<file path="config.mk">
export PLATFORM = sky130hd
export DESIGN_NAME = osc_sweep_ctrl
export DESIGN_NICKNAME = d
export VERILOG_FILES = /design/src/rtl/osc_sweep_pkg.sv /design/src/rtl/osc_cmd_match.sv /design/src/rtl/osc_sweep_seq.sv /design/src/rtl/osc_pulse_gate.sv /design/src/rtl/osc_blink.sv /design/src/rtl/osc_sweep_ctrl.sv
export SDC_FILE = /design/constraint.sdc
export NUM_CORES = 1
export LEC_CHECK = 0
export BUFFER_PORTS_ARGS = -buffer_cell sky130_fd_sc_hd__buf_2
export CORE_UTILIZATION = 30
export CTS_CLUSTER_SIZE = 12
export DETAILED_ROUTE_END_ITERATION = 16
export SLEW_MARGIN = 20
export SYNTH_ARGS = -nofsm -noshare
export SYNTH_HDL_FRONTEND = slang
export SYNTH_HIERARCHICAL = 1
export SYNTH_SLANG_ARGS = --single-unit
export TNS_END_PERCENT = 100
</file>
<file path="constraint.sdc">
create_clock -name clk -period 4.2 [get_ports clk]
set_input_delay 0 -clock clk [delete_from_list [all_inputs] [get_ports clk]]
set_output_delay 0 -clock clk [all_outputs]
set_load 0.03 [all_outputs]
</file>
<file path="src/rtl/osc_sweep_pkg.sv">
package osc_sweep_pkg;
   // Number of duty subdivisions per period (eighths) and its log2.
   localparam int unsigned DUTY_DIVS  = 8;
   localparam int unsigned DUTY_SHIFT = 3;
   localparam int unsigned DUTY_MAX   = DUTY_DIVS - 1;
   localparam logic [7:0]  CMD_SWEEP  = 8'h73;

   typedef logic [2:0] duty_idx_t;
endpackage

</file>
<file path="src/rtl/osc_cmd_match.sv">
module osc_cmd_match
   import osc_sweep_pkg::*;
#(
   parameter logic [7:0] CMD = CMD_SWEEP
) (
   input  logic       rx_valid,
   input  logic [7:0] rx_byte,
   input  logic       busy,
   output logic       start
);
   // Only an idle sequencer accepts the command; anything else is dropped.
   always_comb begin
      start = rx_valid && (rx_byte == CMD) && !busy;
   end
endmodule

</file>
<file path="src/rtl/osc_sweep_seq.sv">
module osc_sweep_seq
   import osc_sweep_pkg::*;
#(
   parameter int unsigned BASE_PERIOD      = 1024,
   parameter int unsigned NUM_STAGES       = 8,
   parameter int unsigned PERIODS_PER_STEP = 16,
   localparam int unsigned SW  = (NUM_STAGES > 1) ? $clog2(NUM_STAGES) : 1,
   localparam int unsigned PW  = $clog2(BASE_PERIOD) + NUM_STAGES,
   localparam int unsigned CW  = (PERIODS_PER_STEP > 1) ? $clog2(PERIODS_PER_STEP) : 1
) (
   input  logic          clk,
   input  logic          rst_n,
   input  logic          start,
   output logic          busy,
   output logic [SW-1:0] stage,
   output duty_idx_t     duty,
   output logic [PW-1:0] phase,
   output logic [PW-1:0] period_len
);
   localparam logic [SW-1:0] STAGE_LAST = SW'(NUM_STAGES - 1);
   localparam logic [CW-1:0] CNT_LAST   = CW'(PERIODS_PER_STEP - 1);
   localparam duty_idx_t     DUTY_LAST  = duty_idx_t'(DUTY_MAX);

   logic [CW-1:0] per_cnt;
   logic          end_period, end_step, end_stage, end_sweep;

   always_comb begin
      period_len = PW'(BASE_PERIOD) << stage;
      end_period = (phase == period_len - PW'(1));
      end_step   = end_period && (per_cnt == CNT_LAST);
      end_stage  = end_step && (duty == DUTY_LAST);
      end_sweep  = end_stage && (stage == STAGE_LAST);
   end

   always_ff @(posedge clk) begin
      if (!rst_n) begin
         busy    <= 1'b0;
         stage   <= '0;
         duty    <= duty_idx_t'(1);
         per_cnt <= '0;
         phase   <= '0;
      end else if (start) begin
         busy    <= 1'b1;
         stage   <= '0;
         duty    <= duty_idx_t'(1);
         per_cnt <= '0;
         phase   <= '0;
      end else if (busy) begin
         phase <= end_period ? '0 : phase + PW'(1);
         if (end_period)
            per_cnt <= end_step ? '0 : per_cnt + CW'(1);
         if (end_step)
            duty <= end_stage ? duty_idx_t'(1) : duty + duty_idx_t'(1);
         if (end_stage && !end_sweep)
            stage <= stage + SW'(1);
         if (end_sweep) begin
            busy  <= 1'b0;
            stage <= '0;
         end
      end
   end
endmodule

</file>
<file path="src/rtl/osc_pulse_gate.sv">
module osc_pulse_gate
   import osc_sweep_pkg::*;
#(
   parameter int unsigned PW = 18
) (
   input  logic          busy,
   input  duty_idx_t     duty,
   input  logic [PW-1:0] phase,
   input  logic [PW-1:0] period_len,
   output logic          gate
);
   logic [PW+2:0] on_scaled;
   logic [PW-1:0] on_len;

   always_comb begin
      on_scaled = (PW+3)'(duty) * (PW+3)'(period_len);
      on_len    = PW'(on_scaled >> DUTY_SHIFT);
      gate      = busy && (phase < on_len);
   end
endmodule

</file>
<file path="src/rtl/osc_blink.sv">
module osc_blink #(
   parameter int unsigned BLINK_CYCLES = 100_000_000,
   localparam int unsigned BW = (BLINK_CYCLES > 1) ? $clog2(BLINK_CYCLES) : 1
) (
   input  logic clk,
   input  logic rst_n,
   output logic led
);
   localparam logic [BW-1:0] WRAP = BW'(BLINK_CYCLES - 1);
   logic [BW-1:0] cnt;

   always_ff @(posedge clk) begin
      if (!rst_n) begin
         cnt <= '0;
         led <= 1'b0;
      end else if (cnt == WRAP) begin
         cnt <= '0;
         led <= !led;
      end else begin
         cnt <= cnt + BW'(1);
      end
   end
endmodule

</file>
<file path="src/rtl/osc_sweep_ctrl.sv">
module osc_sweep_ctrl
   import osc_sweep_pkg::*;
#(
   parameter int unsigned BASE_PERIOD      = 1024,
   parameter int unsigned NUM_STAGES       = 8,
   parameter int unsigned PERIODS_PER_STEP = 16,
   parameter int unsigned BLINK_CYCLES     = 100_000_000,
   parameter int unsigned NUM_BLINKERS     = 2,
   localparam int unsigned SW = (NUM_STAGES > 1) ? $clog2(NUM_STAGES) : 1,
   localparam int unsigned PW = $clog2(BASE_PERIOD) + NUM_STAGES
) (
   input  logic       clk,
   input  logic       rst_n,
   input  logic       rx_valid,
   input  logic [7:0] rx_byte,
   output logic       osc_en,
   output logic       led_a,
   output logic       led_b
);
   // Elaboration-time parameter checks.
   if (BASE_PERIOD < DUTY_DIVS || (BASE_PERIOD % DUTY_DIVS) != 0) begin : g_bad_base
      $error("BASE_PERIOD must be a nonzero multiple of the duty subdivision");
   end
   if (NUM_STAGES < 1) begin : g_bad_stages
      $error("NUM_STAGES must be at least one");
   end
   if (PERIODS_PER_STEP < 1) begin : g_bad_pps
      $error("PERIODS_PER_STEP must be at least one");
   end
   if (BLINK_CYCLES < 2) begin : g_bad_blink
      $error("BLINK_CYCLES must be at least two");
   end
   if (NUM_BLINKERS != 2) begin : g_bad_blinkers
      $error("exactly two blink monitors are brought out");
   end

   logic          start, busy;
   logic [SW-1:0] stage;
   duty_idx_t     duty;
   logic [PW-1:0] phase, period_len;
   logic [NUM_BLINKERS-1:0] leds;

   osc_cmd_match #(.CMD(CMD_SWEEP)) u_cmd (
      .rx_valid (rx_valid),
      .rx_byte  (rx_byte),
      .busy     (busy),
      .start    (start)
   );

   osc_sweep_seq #(
      .BASE_PERIOD      (BASE_PERIOD),
      .NUM_STAGES       (NUM_STAGES),
      .PERIODS_PER_STEP (PERIODS_PER_STEP)
   ) u_seq (
      .clk        (clk),
      .rst_n      (rst_n),
      .start      (start),
      .busy       (busy),
      .stage      (stage),
      .duty       (duty),
      .phase      (phase),
      .period_len (period_len)
   );

   osc_pulse_gate #(.PW(PW)) u_gate (
      .busy       (busy),
      .duty       (duty),
      .phase      (phase),
      .period_len (period_len),
      .gate       (osc_en)
   );

   // Each monitor owns its counter and LED register; nothing is shared.
   for (genvar i = 0; i < NUM_BLINKERS; i++) begin : g_blink
      osc_blink #(.BLINK_CYCLES(BLINK_CYCLES)) u_blink (
         .clk   (clk),
         .rst_n (rst_n),
         .led   (leds[i])
      );
   end

   assign led_a = leds[0];
   assign led_b = leds[NUM_BLINKERS-1];
endmodule

</file>
[Word-level counts from Yosys, hierarchy flattened]
Cells that the tools add are included.
Cells by class
  add/subtract/negate cells: 7
  $mul: 1
  order comparisons: 1
  equal/unequal tests: 7
  shift-type cells: 1
  muxes and demuxes: 8
  bitwise operators: 1
  reduce and logical (&&, ||, !) cells: 18
Operators with widths (number)
  27-bit by 1-bit adder with 27-bit output (second input constant): 2
  27-bit == test (second input constant): 2
  3-bit by 18-bit multiplier with 21-bit output: 1
  18-bit by 1-bit adder with 18-bit output (second input constant): 1
  18-bit == test: 1
  18-bit < comparator: 1
  18-bit two-way mux: 1
  11-bit by 3-bit << shifter with 18-bit output (first input constant): 1
  18-bit by 1-bit subtractor with 18-bit output (second input constant): 1
  3-bit two-way mux: 3
  8-bit by 7-bit == test with 1-bit output (second input constant): 1
  1-bit logical AND: 7
  3-bit by 1-bit adder with 3-bit output (second input constant): 2
  3-bit == test (second input constant): 2
  2-bit AND reduction: 3
  2-bit OR reduction: 3
  4-bit by 1-bit adder with 4-bit output (second input constant): 1
  4-bit == test (second input constant): 1
  1-bit logical NOT: 4
  4-bit two-way mux: 1
  1-bit two-way mux: 3
  2-bit nonzero test: 1
  1-bit inverter: 1
Word-level totals
  bits in registers: 85
  input port bits: 11
  output and inout bits: 3
  word-level logic and storage cells: 53

[Depth between registers and ports, before layout]
  depth in word-level cells: 10
  depth in mapped cells: 20
  depth with buffers taken out: 20

[Hierarchy]
The synthesis kept the hierarchy.
By module, submodules not included
  osc_blink: instances 2, cells an instance 153, area each 1351.3 um^2, sequential area each 560.5 um^2
  osc_pulse_gate: instances 1, cells an instance 257, area each 1921.8 um^2, sequential area each 0.0 um^2
  osc_sweep_seq: instances 1, cells an instance 224, area each 1869.3 um^2, sequential area each 580.6 um^2
  osc_cmd_match: instances 1, cells an instance 3, area each 30.0 um^2, sequential area each 0.0 um^2

[Least setup slack after synthesis]
No wires, ideal clock.
  kind: register to output
  start point: register u_seq.stage[2]
  end point: output port osc_en
  arrival time: 4.514 ns
  data required time: 4.200 ns
  setup slack: -0.314 ns
  stages on the path, launching flop included: 20
  buffers on the path: 1
  cells stage by stage: dfxtp_1 -> clkbuf_1 -> inv_1 -> ha_1 -> nand2_1 -> fa_1 -> inv_1 -> ha_1 -> a21o_2 -> a21oi_1 -> o21ai_0 -> a21o_1 -> a211oi_2 -> xor2_1 -> ha_1 -> nand4_1 -> nor3_1 -> o21ai_0 -> a21oi_1 -> nor4_1
On the way
  longest elaborated chain between the ends: 4
RTL lines
  start, declared: line osc_sweep_seq.sv:15  | output logic [SW-1:0] stage,
  start signal, assigned: line osc_sweep_seq.sv:55  | stage <= stage + SW'(1);
  11-bit by 3-bit << shifter with 18-bit output: line osc_sweep_seq.sv:28  | period_len = PW'(BASE_PERIOD) << stage;
  net period_len[13]: line osc_sweep_ctrl.sv:40  | logic [PW-1:0] phase, period_len;
  3-bit by 18-bit multiplier with 21-bit output: line osc_pulse_gate.sv:16  | on_scaled = (PW+3)'(duty) * (PW+3)'(period_len);
  18-bit < comparator: line osc_pulse_gate.sv:18  | gate = busy && (phase < on_len);
  1-bit logical AND: line osc_pulse_gate.sv:18
  end, declared: line osc_sweep_ctrl.sv:16  | output logic osc_en,
The timed path passes the listed nets, and every way through them passes these cells.

[Worst setup path in the final report]
  start point: register u_seq.stage[0]
  end point: output port osc_en
The elaborated chain is that of the path after synthesis.

==> summary.txt <==
outcome = complete, no violations
Post-Syn Area = 0.00652 sq mm
IO Pins = 14
clock power share = 49.0%
CP Depth = 21
Setup WS pre-CTS = 0.0215 ns
Buf/Inv on CP = 5
Ant. Diodes = 0
CTS tree = built
initial core utilization = 30.8%
initial antenna violation count = 0
grt total ovfl = 0
Switching Share = 21.0%
slowest CP cell = fa_1
drt pass-1 iters = 5
final hold vios = 0
Cells after Synth = 790
Power Internal = 1.37 mW
Crit. Startpoint = u_seq/stage[0]$_SDFFE_PP0P_
Seq pwr share = 47.3%
Synth cell types = 70
Net count, final = 893
crit-path max FO = 5
number of remaining DRC errors = 0
vias in the first global route = 5136
Via Count = 5613
pin count of the biggest net entering global routing = 19
critical hold path startpoint = rx_byte[3]
Placeable Area = 0.0212 sq mm
placed cell count = 1069
Power Total = 1.73 mW
Initial DRC Count = 315
Core Util, Final = 35.4%
worst slew pin tran = 0.705 ns
clock skew = 0.00943 ns
Routed Antenna Nets = 0
worst min path class = input pin to flop
Slew Limit Fails = 0
IO buf count = 13
worst path cell trace = inv_4 > ha_4 > and2_4 > buf_6 > nand2_4 > fa_1 > inv_2 > ha_4 > a21o_4 > o21bai_1 > a311oi_2 > buf_4 > a21oi_2 > xnor2_1 > ha_1 > nand4_1 > nor3_2 > o21ai_1 > a21oi_1 > nor4_2 > buf_4
H-tree depth = 3
setup TNS = 0 ns
top-count cell post-synth = nand2_1
Synth area leader = dfxtp_1
# setup viols final = 0
Max clock buf depth = 2
Clk pin slew, worst setup/hold paths = 0.06 ns
Skew-Pair Late Insertion Delay = 0.34 ns
share of cells above drive strength 1 = 15.0%
FFs w/ async S/R, synth = 0%
Max rail drop VDD = 0.000194 V
first-pass GRT wire length = 24500 um
NetSw = 363 uW
Die X = 149 um
hold depth = 3
synth top area cells = dfxtp_1 26%, ha_1 9.2%, nand2_1 5.4%, fa_1 5.2%, xnor2_1 5.0%
Final Cycle Share = 97.6%
crit path launch type = flop
# Max-Cap Violations = 0
WP data arrival = 4.10 ns
Post-DP Area = 0.00690 sq mm
Power Dens Cells = 231 mW/mm^2
yosys synthesis warning count = 6
Cell Count, Final, Fillers Out = 1096
Area Overhead vs Synth = 14.9%
Clock Sinks = 85
FF-to-FF Start = u_seq/stage[0]$_SDFFE_PP0P_
Final min period = 4.10 ns
Routability Congestion = 0.870
Die ar. = 0.0223 sq mm
DP Wirelength = 11000 um
vias per cell = 5.12
# rows = 53
relative slew slack = 52.7%
cell family with most CP delay = adder cells
Post-synth top cells = 94 x nand2_1, 85 x dfxtp_1, 61 x nor2_1, 52 x inv_1, 50 x a21oi_1
chip height = 149 um
number of synthesized flops with an enable pin = 0
Leakage Power = 2.83 nW
routed len/inst = 13.3 um
RSZ-0062 raised after global routing = yes
total CTS buffers = 9
Avg Cell Area, Syn = 8.26 sq um
Final Cell Area = 0.00750 sq mm
CP Class = flop to output port
CP endpoint kind = output port
final worst slack = 0.0997 ns
Synth Register Bits = 85
f_max = 0.244 GHz
combinational share of power = 3.7%
register area share after synthesis = 26.1%
hold buffer count at CTS = 0
crit-path max cell delay = 0.52 ns
critical path required time = 4.20 ns
root buf cell = clkbuf_16
path depth of the worst reg2reg path = 10
Synth top area share = 26.1%
worst hold slack = 0.0200 ns
Total GRT Usage = 13.4%
Top FF cell, synth = dfxtp_1
Post-Route WL = 14600 um
## placed cells by master (no fill, tap or decap), types with 5 or more instances in the layout
| cell | count |
|---|---|
| clkbuf_16 | 9 |
| o21a_1 | 12 |
| o31ai_1 | 14 |
| and4_1 | 8 |
| a21oi_2 | 6 |
| fa_1 | 17 |
| or2_2 | 6 |
| nor3_1 | 9 |
| nor4_1 | 12 |
| ha_4 | 9 |
| nand4_1 | 29 |
| a21oi_1 | 46 |
| ha_1 | 38 |
| a31oi_1 | 5 |
| inv_1 | 46 |
| xor2_1 | 27 |
| buf_2 | 12 |
| nor2_1 | 61 |
| nor2b_1 | 7 |
| o21ai_1 | 6 |
| o21ai_0 | 23 |
| buf_4 | 26 |
| or3_1 | 11 |
| and2_1 | 9 |
| nand3_1 | 20 |
| o21bai_1 | 5 |
| conb_1 | 10 |
| o211ai_1 | 5 |
| xnor2_1 | 37 |
| dfxtp_1 | 82 |
| a21o_1 | 10 |
| nand2_1 | 90 |
| or4_1 | 16 |
| and3_1 | 8 |
## final timing paths
path                                               end  slack (ns)
setup reg to reg         u_seq/per_cnt[0]$_SDFFE_PP0P_        1.22
hold reg to reg   g_blink[0].u_blink/cnt[0]$_SDFF_PP0_        0.47
hold / removal                   u_seq/busy$_SDFF_PN0_        0.02
setup / recovery                                osc_en         0.1
## worst min-delay path, cell delays in order
cell and delay [ns]:
buf_2 0.08, nor4_2 0.05, o21a_1 0.17
## sequential cells by signal, summed over array words and instances (netlist names)
name,cells
g_blink.u_blink/cnt,54
g_blink.u_blink/led,2
u_seq/busy,1
u_seq/duty,3
u_seq/per_cnt,4
u_seq/phase,18
u_seq/stage,3
## routing by layer
layer	GRT usage [%]	vias up	share of wire [%]
met5	0	-	0
met3	1.89	17	2.5
li1	-	2867	-
met2	21.4	73	46
met1	18.7	2656	50
met4	4.03	0	1.4
## cells by family after synthesis
family | Yosys count | synth area share, %
xor gates and xnor gates | 64 | 8.59
adders and majority gates | 65 | 14.4
AOI/OAI and AO/OA | 165 | 17.9
other | 1 | 0.0575
buffers and inverters | 84 | 5.77
and+or+nand+nor | 326 | 27.2
DFF | 85 | 26.1
## power groups by stage
stage / clock network [mW] / registers (mW) / logic [mW]
2_1_floorplan: 0 / 0.837 / 0.0519
3_3_place_gp: 0 / 0.839 / 0.0594
3_5_place_dp: 0 / 0.839 / 0.0597
4_1_cts: 0.865 / 0.820 / 0.0598
5_1_grt: 0.910 / 0.820 / 0.0730
6_report: 0.848 / 0.819 / 0.0639
## layout make-up
cell class | instances | area [sq um]
inverter | 52 | 205
clock inverter | 4 | 72.6
tap | 275 | 344
sequential | 85 | 1710
timing repair buffer | 39 | 267
fill | 2176 | 13700
clock buffer | 11 | 243
multi-input combinational | 630 | 4650
## what timing repair did
item | in CTS | in global routing
pin swaps | 8 | 21
cloned | 0 | 0
buffers inserted | 2 | 10
resized for setup | 30 | 23
setup endpoints to repair | 1 | 1
(Power assumes the default switching activity.)
